$ cat src/rtl/almPkg.sv
`timescale 1ns/1ps
package almPkg;
  localparam int unsigned DATA_W     = 8;
  localparam int unsigned REG_ADDR_W = 3;
  localparam int unsigned NUM_FIELDS = 4;
  localparam int unsigned FIELD_BASE = 1;

  localparam int unsigned FLAG_ALARM_BIT   = 6;
  localparam int unsigned FLAG_BATTLOW_BIT = 4;
  localparam int unsigned CTRL_IRQEN_BIT   = 7;
  localparam int unsigned CTRL_BKUPEN_BIT  = 5;

  typedef enum logic [REG_ADDR_W-1:0] {
    SEL_FLAGS = 3'd0,
    SEL_ASEC  = 3'd1,
    SEL_AMIN  = 3'd2,
    SEL_AHOUR = 3'd3,
    SEL_ADAY  = 3'd4,
    SEL_ICTRL = 3'd5
  } regSel_e;

  typedef struct packed {
    logic [NUM_FIELDS-1:0] wrField;
    logic                  wrCtrl;
    logic                  clrFlag;
    logic                  evalTick;
  } ctrlStrobe_t;

  // Field 0,1: seconds/minutes (tens digit 0..5); field 2,3: hours/day (tens 0..3)
  function automatic logic [DATA_W-1:0] fieldMask(input int unsigned idx);
    return (idx < 2) ? DATA_W'(8'h7F) : DATA_W'(8'h3F);
  endfunction
endpackage

$ cat src/rtl/almCtrl.sv
`timescale 1ns/1ps
module almCtrl
  import almPkg::*;
(
  input  logic [REG_ADDR_W-1:0] regAddr,
  input  logic                  regWrEn,
  input  logic                  regRdEn,
  input  logic                  secTick,
  input  logic                  battBackup,
  input  logic                  bkupEnQ,
  output ctrlStrobe_t           stb
);
  always_comb begin
    stb = '0;
    for (int i = 0; i < int'(NUM_FIELDS); i++) begin
      stb.wrField[i] = regWrEn && (regAddr == REG_ADDR_W'(int'(FIELD_BASE) + i));
    end
    stb.wrCtrl   = regWrEn && (regAddr == SEL_ICTRL);
    stb.clrFlag  = regRdEn && (regAddr == SEL_FLAGS);
    // Backup gating: compare only counts when on mains or backup alarms allowed
    stb.evalTick = secTick && (!battBackup || bkupEnQ);
  end
endmodule

$ cat src/rtl/almDatapath.sv
`timescale 1ns/1ps
module almDatapath
  import almPkg::*;
(
  input  logic                                 clk,
  input  logic                                 rstN,
  input  ctrlStrobe_t                          stb,
  input  logic [REG_ADDR_W-1:0]                regAddr,
  input  logic [DATA_W-1:0]                    regWrData,
  input  logic [NUM_FIELDS-1:0][DATA_W-1:0]    curTime,
  input  logic                                 battLow,
  output logic [DATA_W-1:0]                    rdData,
  output logic                                 alarmIrq,
  output logic                                 flagQ,
  output logic                                 irqEnQ,
  output logic                                 bkupEnQ,
  output logic                                 matchAll
);
  logic [NUM_FIELDS-1:0][DATA_W-1:0] fieldVal;
  logic [NUM_FIELDS-1:0]             fieldEq;

  for (genvar i = 0; i < int'(NUM_FIELDS); i++) begin : g_field
    localparam logic [DATA_W-1:0] MASK = fieldMask(i);
    logic [DATA_W-1:0] fieldQ;
    always_ff @(posedge clk) begin
      if (!rstN)                fieldQ <= '0;
      else if (stb.wrField[i])  fieldQ <= regWrData & MASK;
    end
    assign fieldVal[i] = fieldQ;
    assign fieldEq[i]  = (fieldQ == (curTime[i] & MASK));
  end

  assign matchAll = &fieldEq;

  always_ff @(posedge clk) begin
    if (!rstN) begin
      irqEnQ  <= 1'b0;
      bkupEnQ <= 1'b0;
    end else if (stb.wrCtrl) begin
      irqEnQ  <= regWrData[CTRL_IRQEN_BIT];
      bkupEnQ <= regWrData[CTRL_BKUPEN_BIT];
    end
  end

  // Set has priority over the read-clear so a coincident match is not lost
  always_ff @(posedge clk) begin
    if (!rstN)                          flagQ <= 1'b0;
    else if (stb.evalTick && matchAll)  flagQ <= 1'b1;
    else if (stb.clrFlag)               flagQ <= 1'b0;
  end

  assign alarmIrq = flagQ && irqEnQ;

  always_comb begin
    rdData = '0;
    case (regAddr)
      SEL_FLAGS: begin
        rdData[FLAG_ALARM_BIT]   = flagQ;
        rdData[FLAG_BATTLOW_BIT] = battLow;
      end
      SEL_ASEC:  rdData = fieldVal[0];
      SEL_AMIN:  rdData = fieldVal[1];
      SEL_AHOUR: rdData = fieldVal[2];
      SEL_ADAY:  rdData = fieldVal[3];
      SEL_ICTRL: begin
        rdData[CTRL_IRQEN_BIT]  = irqEnQ;
        rdData[CTRL_BKUPEN_BIT] = bkupEnQ;
      end
      default:   rdData = '0;
    endcase
  end
endmodule

$ cat src/rtl/almMatchUnit.sv
`timescale 1ns/1ps
module almMatchUnit
  import almPkg::*;
(
  input  logic                  clk,
  input  logic                  rstN,
  input  logic                  secTick,
  input  logic [DATA_W-1:0]     curSec,
  input  logic [DATA_W-1:0]     curMin,
  input  logic [DATA_W-1:0]     curHour,
  input  logic [DATA_W-1:0]     curDay,
  input  logic                  battBackup,
  input  logic                  battLow,
  input  logic [REG_ADDR_W-1:0] regAddr,
  input  logic                  regWrEn,
  input  logic                  regRdEn,
  input  logic [DATA_W-1:0]     regWrData,
  output logic [DATA_W-1:0]     regRdData,
  output logic                  alarmIrq
);
  ctrlStrobe_t                       stb;
  logic                              flagQ;
  logic                              irqEnQ;
  logic                              bkupEnQ;
  logic                              matchAll;
  logic [NUM_FIELDS-1:0][DATA_W-1:0] curTime;

  assign curTime = {curDay, curHour, curMin, curSec};

  almCtrl u_ctrl (
    .regAddr    (regAddr),
    .regWrEn    (regWrEn),
    .regRdEn    (regRdEn),
    .secTick    (secTick),
    .battBackup (battBackup),
    .bkupEnQ    (bkupEnQ),
    .stb        (stb)
  );

  almDatapath u_dp (
    .clk       (clk),
    .rstN      (rstN),
    .stb       (stb),
    .regAddr   (regAddr),
    .regWrData (regWrData),
    .curTime   (curTime),
    .battLow   (battLow),
    .rdData    (regRdData),
    .alarmIrq  (alarmIrq),
    .flagQ     (flagQ),
    .irqEnQ    (irqEnQ),
    .bkupEnQ   (bkupEnQ),
    .matchAll  (matchAll)
  );
endmodule

$ cat config.mk
export PLATFORM = sky130hd
export DESIGN_NAME = almMatchUnit
export DESIGN_NICKNAME = d
export VERILOG_FILES = /design/src/rtl/almPkg.sv /design/src/rtl/almCtrl.sv /design/src/rtl/almDatapath.sv /design/src/rtl/almMatchUnit.sv
export SDC_FILE = /design/constraint.sdc
export NUM_CORES = 1
export LEC_CHECK = 0
export CAP_MARGIN = 40
export CORE_MARGIN = 5
export CORE_UTILIZATION = 35
export CTS_BUF_LIST = sky130_fd_sc_hd__clkbuf_2 sky130_fd_sc_hd__clkbuf_4 sky130_fd_sc_hd__clkbuf_8
export CTS_CLUSTER_SIZE = 30
export DETAILED_ROUTE_END_ITERATION = 12
export DONT_BUFFER_PORTS = 1
export PLACE_DENSITY_LB_ADDON = 0.08
export SKIP_LAST_GASP = 1
export SYNTH_ARGS = -nofsm -noshare
export SYNTH_HDL_FRONTEND = slang
export SYNTH_SLANG_ARGS = --single-unit
$ cat constraint.sdc
create_clock -name clk -period 1.3 [get_ports clk]
set_input_delay 0.26 -clock clk [delete_from_list [all_inputs] [get_ports clk]]
set_output_delay 0.26 -clock clk [all_outputs]
set_load 0.02 [all_outputs]
==> reports/metrics.csv, run 1 <==
stage,metric,value,unit
sta,rsz0062_at_grt,yes,
critical_path,crit_path_end_kind,output pin,
run_status,status,finished with violations,
routing,drt_iter0_drc,52,
floorplanning,fp.dieW,79.7,um
place,placed_cell_area,2020,um2
routing,antenna_left,0,
critical_path,reg2reg_slack,-70,ps
routing,wl_per_cell,17.8,um
floorplanning,pin_count,59,
synth,synthTopCellsByCount,"35 x mux2i_1, 31 x nor2b_1, 29 x dfxtp_1",
sta,fin_ws,-165,ps
floorplanning,dieArea,6340,um2
synth,yosysTopAreaCellShare,34.2,%
synth,synth_edf_count,0,
power,power_density,882,nW/um2
place,portBuffers,0,
routing,dr.pass1.iters,4,
synth,netlist_area,1700,um2
synth,syn_inst,173,
grt,grt_max_degree,31,
grt,grt_pass1_wl,7.73,mm
synth,ys_types,29,
floorplanning,start_util,35.9,%
routing,vias,1377,
power,peakVddDrop,0.643,mV
power,seq_power_share,46.8,%
power,sw_frac_of_total,23.0,%
sta,min_period,1470,ps
synth,yosys_register_bits,29,
sta,slew_viol_final,0,
power,clockPowerShare,41.6,%
synth,synthMuxAreaShare,20.6,%
synth,synth-main-ff-cell,dfxtp_1,
sta,timing.final.hold_violations,0,
synth,synthSimpleGateAreaFrac,22.0,%
floorplanning,fp.coreArea,4720,um2
synth,synth-async-reset-ratio,0,%
layout,final_cell_area,2240,um2
grt,grt_pass1_vias,1517,
sta,hold_ws,115,ps
clocking,tritoncts,built,
synth,yosysMostFrequentCell,mux2i_1,
place,dp_hpwl,3.75,mm
sta,setup_viol,8,
critical_path,crit_arrival,1210,ps
layout,drive_gt1_share,33.6,%
power,cell_internal_pwr,1.52,mW
run,drv_cap,0,
floorplanning,rows,25,
sta,worst_slew_pin_slew,361,ps
synth,synth_top_family_by_area,simple AND/OR/NAND/NOR gates,
layout,num_antenna_cells,0,
clocking,cts_root_buf,clkbuf_8,
grt,grt_overflow,0,
min_path,min_path_type,input pin to register,
layout,area_growth,31.8,%
synth,synth-xor-area-share,13.4,%
routing,finalWirelength,4.95,mm
sta,max_slew_margin,75.9,%
synth,syn_area_per_cell,9.81,um2
run_status,failed_checks,negative setup slack,
place,place_congestion,0.755,
sta,setup_tns,-879,ps
sta,max_freq,682,MHz
clocking,cts.path.max_buffers,2,
critical_path,start_kind,register,
synth,yosysWarningCount,0,
critical_path,critPathRequiredTime,1040,ps
power,netSwitchingPower,0.454,mW
clocking,clkTransAtPathRegs,70,ps
routing,drc,0,
critical_path,crit_path_max_fanout,3,
synth,synth_fa_ha_area_share,0,%
synth,yosysSeqAreaShare,34.2,%
clocking,htreeDepth,2,
synth,synth-compound-area-share,6.48,%
routing,avgViaCountPerCell,4.95,
clocking,cts_buffers,5,
sta,fin_crit_sh,113,%
grt,antenna_found_initial,0,
floorplanning,die_h,79.7,um
clocking,holdBufCountCts,0,
layout,fill_cells,464,
clocking,clock_latency,280,ps
clocking,cts_num_sinks,29,
power,p_leak,0.941,nW
critical_path,path_class,register to output pin,
sta,fin_skew,6.49,ps
layout,fin_nets,260,
synth,synth_fp_nets,223,
grt,grtUsageTotal,16.3,%
synth,yosys-top-cells-area,"dfxtp_1 34%, mux2i_1 21%, xor2_1 12%, nor2b_1 11%, a22oi_1 2.2%",
power,comb_power_share,11.6,%
synth,synth_top_cell_by_area,dfxtp_1,
[power by group through the flow]
stage	Combinational, mW	Clock (mW)	Sequential [mW]
2_1_floorplan	0.165	0	0.940
3_5_place_dp	0.213	0	0.942
5_1_grt	0.247	0.888	0.926
6_report	0.229	0.820	0.924
4_1_cts	0.224	0.847	0.924
3_3_place_gp	0.212	0	0.941
[critical path, cell delays in order (launching register included)]
cell and delay, ps:
dfxtp_2 330, mux2i_1 140, nor3_1 60, a31oi_1 140
o21ai_1 90, buf_4 160
[path summary, 6_finish.rpt]
kind                                  start                        end  cells after the start
setup reg to reg  u_dp.g_field[0].fieldQ[2]                 u_dp.flagQ                      5
hold / removal                         rstN  u_dp.g_field[1].fieldQ[2]                      1
setup / recovery  u_dp.g_field[3].fieldQ[4]               regRdData[4]                      5
hold reg to reg                  u_dp.flagQ                 u_dp.flagQ                      2
[cell type report]
| class | count | area (um2) | area share (%) |
|---|---|---|---|
| Multi-Input combinational cell | 134 | 1110 | 49.5 |
| Timing Repair Buffer | 40 | 352 | 15.7 |
| Tap cell | 67 | 83.8 | 3.75 |
| Clock inverter | 1 | 5.00 | 0.224 |
| Clock buffer | 7 | 96.3 | 4.30 |
| Sequential cell | 29 | 594 | 26.6 |
[placed cells by master, fill, tap and decap left out, types with 2 or more instances in the layout]
cell      count
mux2i_1      35
xor2_1       23
nor4_1        4
dfxtp_1      18
a22oi_1       2
xnor2_1       3
nor2_1        3
buf_12        2
and3b_1       2
clkbuf_8      7
o22ai_1       4
a22oi_2       3
nand3_1       3
buf_4        31
buf_6         7
dfxtp_2      11
nand4_1       2
nand2b_1      2
nor2b_1      31
[cells by family (layout without fill, tap and decap cells)]
group,Yosys count,in the layout
compound gates,16,16
xor+xnor,26,26
buf+inv,10,48
flops,29,29
mux,35,35
simple gates,57,57
[stage by stage]
step	power, mW	instances	worst slack (ps)	util (%)
final	1.97	278	-165	47.4
after global routing	2.06	278	-255	47.4
after CTS	2.00	276	-173	46.5
after detailed placement	1.15	266	-70.3	42.9
after global placement	1.15	266	-57.2	42.9
after floorplan	1.10	173	-109	-
[sequential cells by signal, summed over array words and instances (netlist names)]
signal and flops:
u_dp.g_field.fieldQ 26, u_dp.irqEnQ 1, u_dp.flagQ 1, u_dp.bkupEnQ 1
[layer usage]
layer / vias to the layer above / global-route usage (%) / routed length [um]
met5: - / 0 / 0
met4: 0 / 4.30 / 70
met3: 7 / 6.21 / 382
met2: 42 / 26.6 / 2280
met1: 647 / 19.9 / 2210
li1: 681 / - / -
[what timing repair did]
item                                    4_1_cts  5_1_grt
resized for setup                            22        5
pin swaps                                    12        4
endpoints found under the setup margin        8        8
buffers inserted                              3        2
Note: power is estimated with default switching activity, not from simulation.
==> run 2: changes to the inputs <==
--- a/config.mk
+++ b/config.mk
@@ -5,6 +5,7 @@
 export SDC_FILE = /design/constraint.sdc
 export NUM_CORES = 1
 export LEC_CHECK = 0
+export ABC_AREA = 1
 export CAP_MARGIN = 40
 export CORE_MARGIN = 5
 export CORE_UTILIZATION = 35
==> constraint.sdc (replaced) <==
create_clock -name clk -period 1.9 [get_ports clk]
set_input_delay 0.38 -clock clk [delete_from_list [all_inputs] [get_ports clk]]
set_output_delay 0.38 -clock clk [all_outputs]
set_load 0.02 [all_outputs]
==> reports/metrics.csv, run 2 <==
stage,metric,value,unit,change
place,dp_slack,285,ps,was -70.3 ps
layout,final_common_cell,nand2_1,,was mux2i_1
sta,rsz0062_at_grt,no,,was yes
layout,final_util,38.7,%,was 47.4%
clocking,holdBufCountCts,0,,unchanged
layout,largest_reg_flops,26,,unchanged
synth,yosys-top-cells-area,"dfxtp_1 35%, nand2_1 16%, xnor2_1 8.9%, inv_1 6.5%, a21oi_1 6.3%",,"was dfxtp_1 34%, mux2i_1 21%, xor2_1 12%, nor2b_1 11%, a22oi_1 2.2%"
sta,slew_viol_final,0,,unchanged
floorplanning,dieArea,6270,um2,was 6340 um2
power,peakVddDrop,0.361,mV,was 0.643 mV
critical_path,worst-path-buf-inv,2,,was 1
synth,netlist_area,1680,um2,was 1700 um2
run,drv_cap,0,,unchanged
synth,yosysSeqAreaShare,34.7,%,was 34.2%
clocking,cts.path.max_buffers,2,,unchanged
layout,fin_nets,306,,was 260
synth,synth-main-ff-cell,dfxtp_1,,unchanged
synth,synthTopCellsByCount,"70 x nand2_1, 29 x dfxtp_1, 29 x inv_1",,"was 35 x mux2i_1, 31 x nor2b_1, 29 x dfxtp_1"
synth,synth_fp_nets,302,,was 223
sta,min_period,1610,ps,
power,clockPowerShare,40.3,%,was 41.6%
grt,grt_max_degree,23,,was 31
floorplanning,fp.dieW,79.2,um,was 79.7 um
power,power_density,715,nW/um2,was 882 nW/um2
sta,fin_skew,4.15,ps,was 6.49 ps
routing,finalWirelength,4.66,mm,was 4.95 mm
routing,vias,1517,,was 1377
clocking,cts_num_sinks,29,,unchanged
routing,dr.pass1.iters,4,,unchanged
layout,top_register,u_dp.g_field.fieldQ,,unchanged
synth,yosys_register_bits,29,,unchanged
floorplanning,rows,25,,unchanged
routing,drt_iter0_drc,98,,was 52
power,cell_internal_pwr,0.983,mW,was 1.52 mW
synth,yosysMostFrequentCell,nand2_1,,was mux2i_1
critical_path,crit_chain,inv_1 -> nor2_2 -> nand2_2 -> inv_1 -> a22oi_1 -> o2111ai_1,,was mux2i_1 -> nor3_1 -> a31oi_1 -> o21ai_1 -> buf_4
critical_path,crit_path_max_fanout,5,,was 3
synth,synth-async-reset-ratio,0,%,unchanged
routing,antenna_left,0,,unchanged
synth,syn_area_per_cell,6.65,um2,was 9.81 um2
layout,area_growth,8.44,%,was 31.8%
layout,final_cell_mix,"70 x nand2_1, 29 x inv_1, 29 x dfxtp_1",,"was 35 x mux2i_1, 31 x nor2b_1, 31 x buf_4"
routing,wl_per_cell,15.0,um,was 17.8 um
clocking,cts.repair.resized,0,,was 22
critical_path,cp_slowest_cell,o2111ai_1,,was dfxtp_2
clocking,tritoncts,built,,unchanged
synth,yosysWarningCount,0,,unchanged
place,place_congestion,0.755,,about the same
floorplanning,die_h,79.2,um,was 79.7 um
clocking,cts_buffers,5,,unchanged
grt,grt_pass1_vias,1504,,was 1517
sta,worst_slew_pin_slew,585,ps,was 361 ps
routing,drc,0,,unchanged
sta,max_slew_margin,61.0,%,was 75.9%
critical_path,reg2reg_slack,740,ps,was -70 ps
min_path,min_path_type,input pin to register,,unchanged
synth,synth_top_cell_by_area,dfxtp_1,,unchanged
layout,num_antenna_cells,0,,unchanged
critical_path,cp_slowest_stage_delay,320,ps,was 330 ps
power,sw_frac_of_total,24.3,%,was 23.0%
place,portBuffers,0,,unchanged
sta,timing.final.hold_violations,0,,unchanged
sta,hold_ws,222,ps,was 115 ps
min_path,hold_end,u_dp.g_field[1].fieldQ[2],,unchanged
synth,yosysTopAreaCellShare,34.7,%,was 34.2%
sta,fin_crit_sh,84.7,%,
sta,setup_tns,0,ps,was -879 ps
sta,fin_ws,290,ps,was -165 ps
floorplanning,fp.coreArea,4690,um2,was 4720 um2
power,seq_power_share,49.5,%,was 46.8%
layout,drive_gt1_share,8.98,%,was 33.6%
grt,grt_pass1_wl,7.53,mm,was 7.73 mm
sta,max_freq,621,MHz,
power,p_leak,0.735,nW,was 0.941 nW
critical_path,r2r-end,u_dp.flagQ,,unchanged
floorplanning,pin_count,59,,unchanged
critical_path,critPathRequiredTime,1520,ps,was 1040 ps
clocking,clock_latency,270,ps,was 280 ps
synth,syn_inst,252,,was 173
grt,grtUsageTotal,15.7,%,was 16.3%
clocking,cts_root_buf,clkbuf_8,,unchanged
routing,avgViaCountPerCell,4.89,,was 4.95
critical_path,crit_path_end_kind,output pin,,unchanged
place,dp_hpwl,3.80,mm,was 3.75 mm
sta,setup_viol,0,,was 8
power,total_power,1.30,mW,was 1.97 mW
critical_path,ff2ff_path_depth,8,,was 5
critical_path,path_delay_family,compound AO/OA/AOI/OAI gates,,was flip-flops
run_status,status,"finished, final reports clean",,was finished with violations
critical_path,start_kind,input pin,,was register
min_path,worst_hold_path.num_cells,2,,was 1
floorplanning,start_util,35.7,%,was 35.9%
critical_path,r2r_start,u_dp.bkupEnQ,,was u_dp.g_field[0].fieldQ[2]
critical_path,crit_arrival,1230,ps,was 1210 ps
min_path,min_from,rstN,,unchanged
layout,fill_cells,541,,was 464
clocking,htreeDepth,2,,unchanged
clocking,clkTransAtPathRegs,60,ps,was 70 ps
power,comb_power_share,10.2,%,was 11.6%
power,netSwitchingPower,0.316,mW,was 0.454 mW
grt,grt_overflow,0,,unchanged
synth,ys_types,26,,was 29
synth,synth_edf_count,0,,unchanged
critical_path,cp_common_cell,inv_1,,
grt,antenna_found_initial,0,,unchanged
critical_path,path_class,input pin to output pin,,was register to output pin
clocking,postCtsSetupBuffers,0,,was 3
[run 2: kinds of logic after synthesis]
family	count (synthesis)	synth area share [%]
flip-flops	29	34.7
AO/OA/AOI/OAI	52	17.9
AND/OR/NAND/NOR	115	28.9
XOR/XNOR	18	9.41
buffers and inverters	38	9.11
[run 2: power by group through the flow]
stage	clock (mW)	combinational [mW]	sequential (mW)
floorplan	0	0.122	0.651
global placement	0	0.134	0.657
detailed placement	0	0.134	0.657
CTS	0.539	0.135	0.644
global route	0.565	0.154	0.646
finish	0.523	0.133	0.643
[run 2: cell type report]
class,count,area (um2),area share (%)
Timing Repair Buffer,1,7.51,0.413
Inverter,34,129,7.09
Tap cell,54,67.6,3.72
Clock buffer,7,90.1,4.96
Multi-Input combinational cell,185,942,51.9
Sequential cell,29,581,32.0
[run 2: worst reg2reg max path, stage by stage (launching register included)]
cell	delay, ps
dfxtp_1	330
inv_1	50
a21boi_0	140
nand2_1	100
nor2_1	90
nand2_1	70
nor2_1	140
nand2_1	60
a21oi_1	110
[run 2: how the worst max path moves through the flow]
stage / from / endpoint / slack [ps] / depth (start not counted)
floorplan: regAddr[0] / regRdData[5] / 440 / 3
global placement: regAddr[0] / regRdData[3] / 290 / 6
detailed placement: regAddr[1] / regRdData[5] / 290 / 6
CTS: regAddr[1] / regRdData[5] / 280 / 6
global route: regAddr[0] / regRdData[3] / 150 / 6
finish: regAddr[1] / regRdData[5] / 290 / 6
[run 2: stage by stage]
step | std cells | cell area, um2
after detailed placement | 303 | 1730
after floorplan | 252 | 1680
after CTS | 310 | 1820
after global routing | 310 | 1820
final | 310 | 1820
after global placement | 303 | 1730
[run 2: layer usage]
layer | wire length [um] | GRT usage, % | vias to the layer above | share of wire [%]
li1 | - | - | 814 | -
met2 | 2010 | 23.7 | 44 | 43
met3 | 373 | 5.67 | 6 | 8.0
met5 | 0 | 0 | - | 0
met4 | 51 | 4.12 | 0 | 1.1
met1 | 2230 | 21.0 | 653 | 48
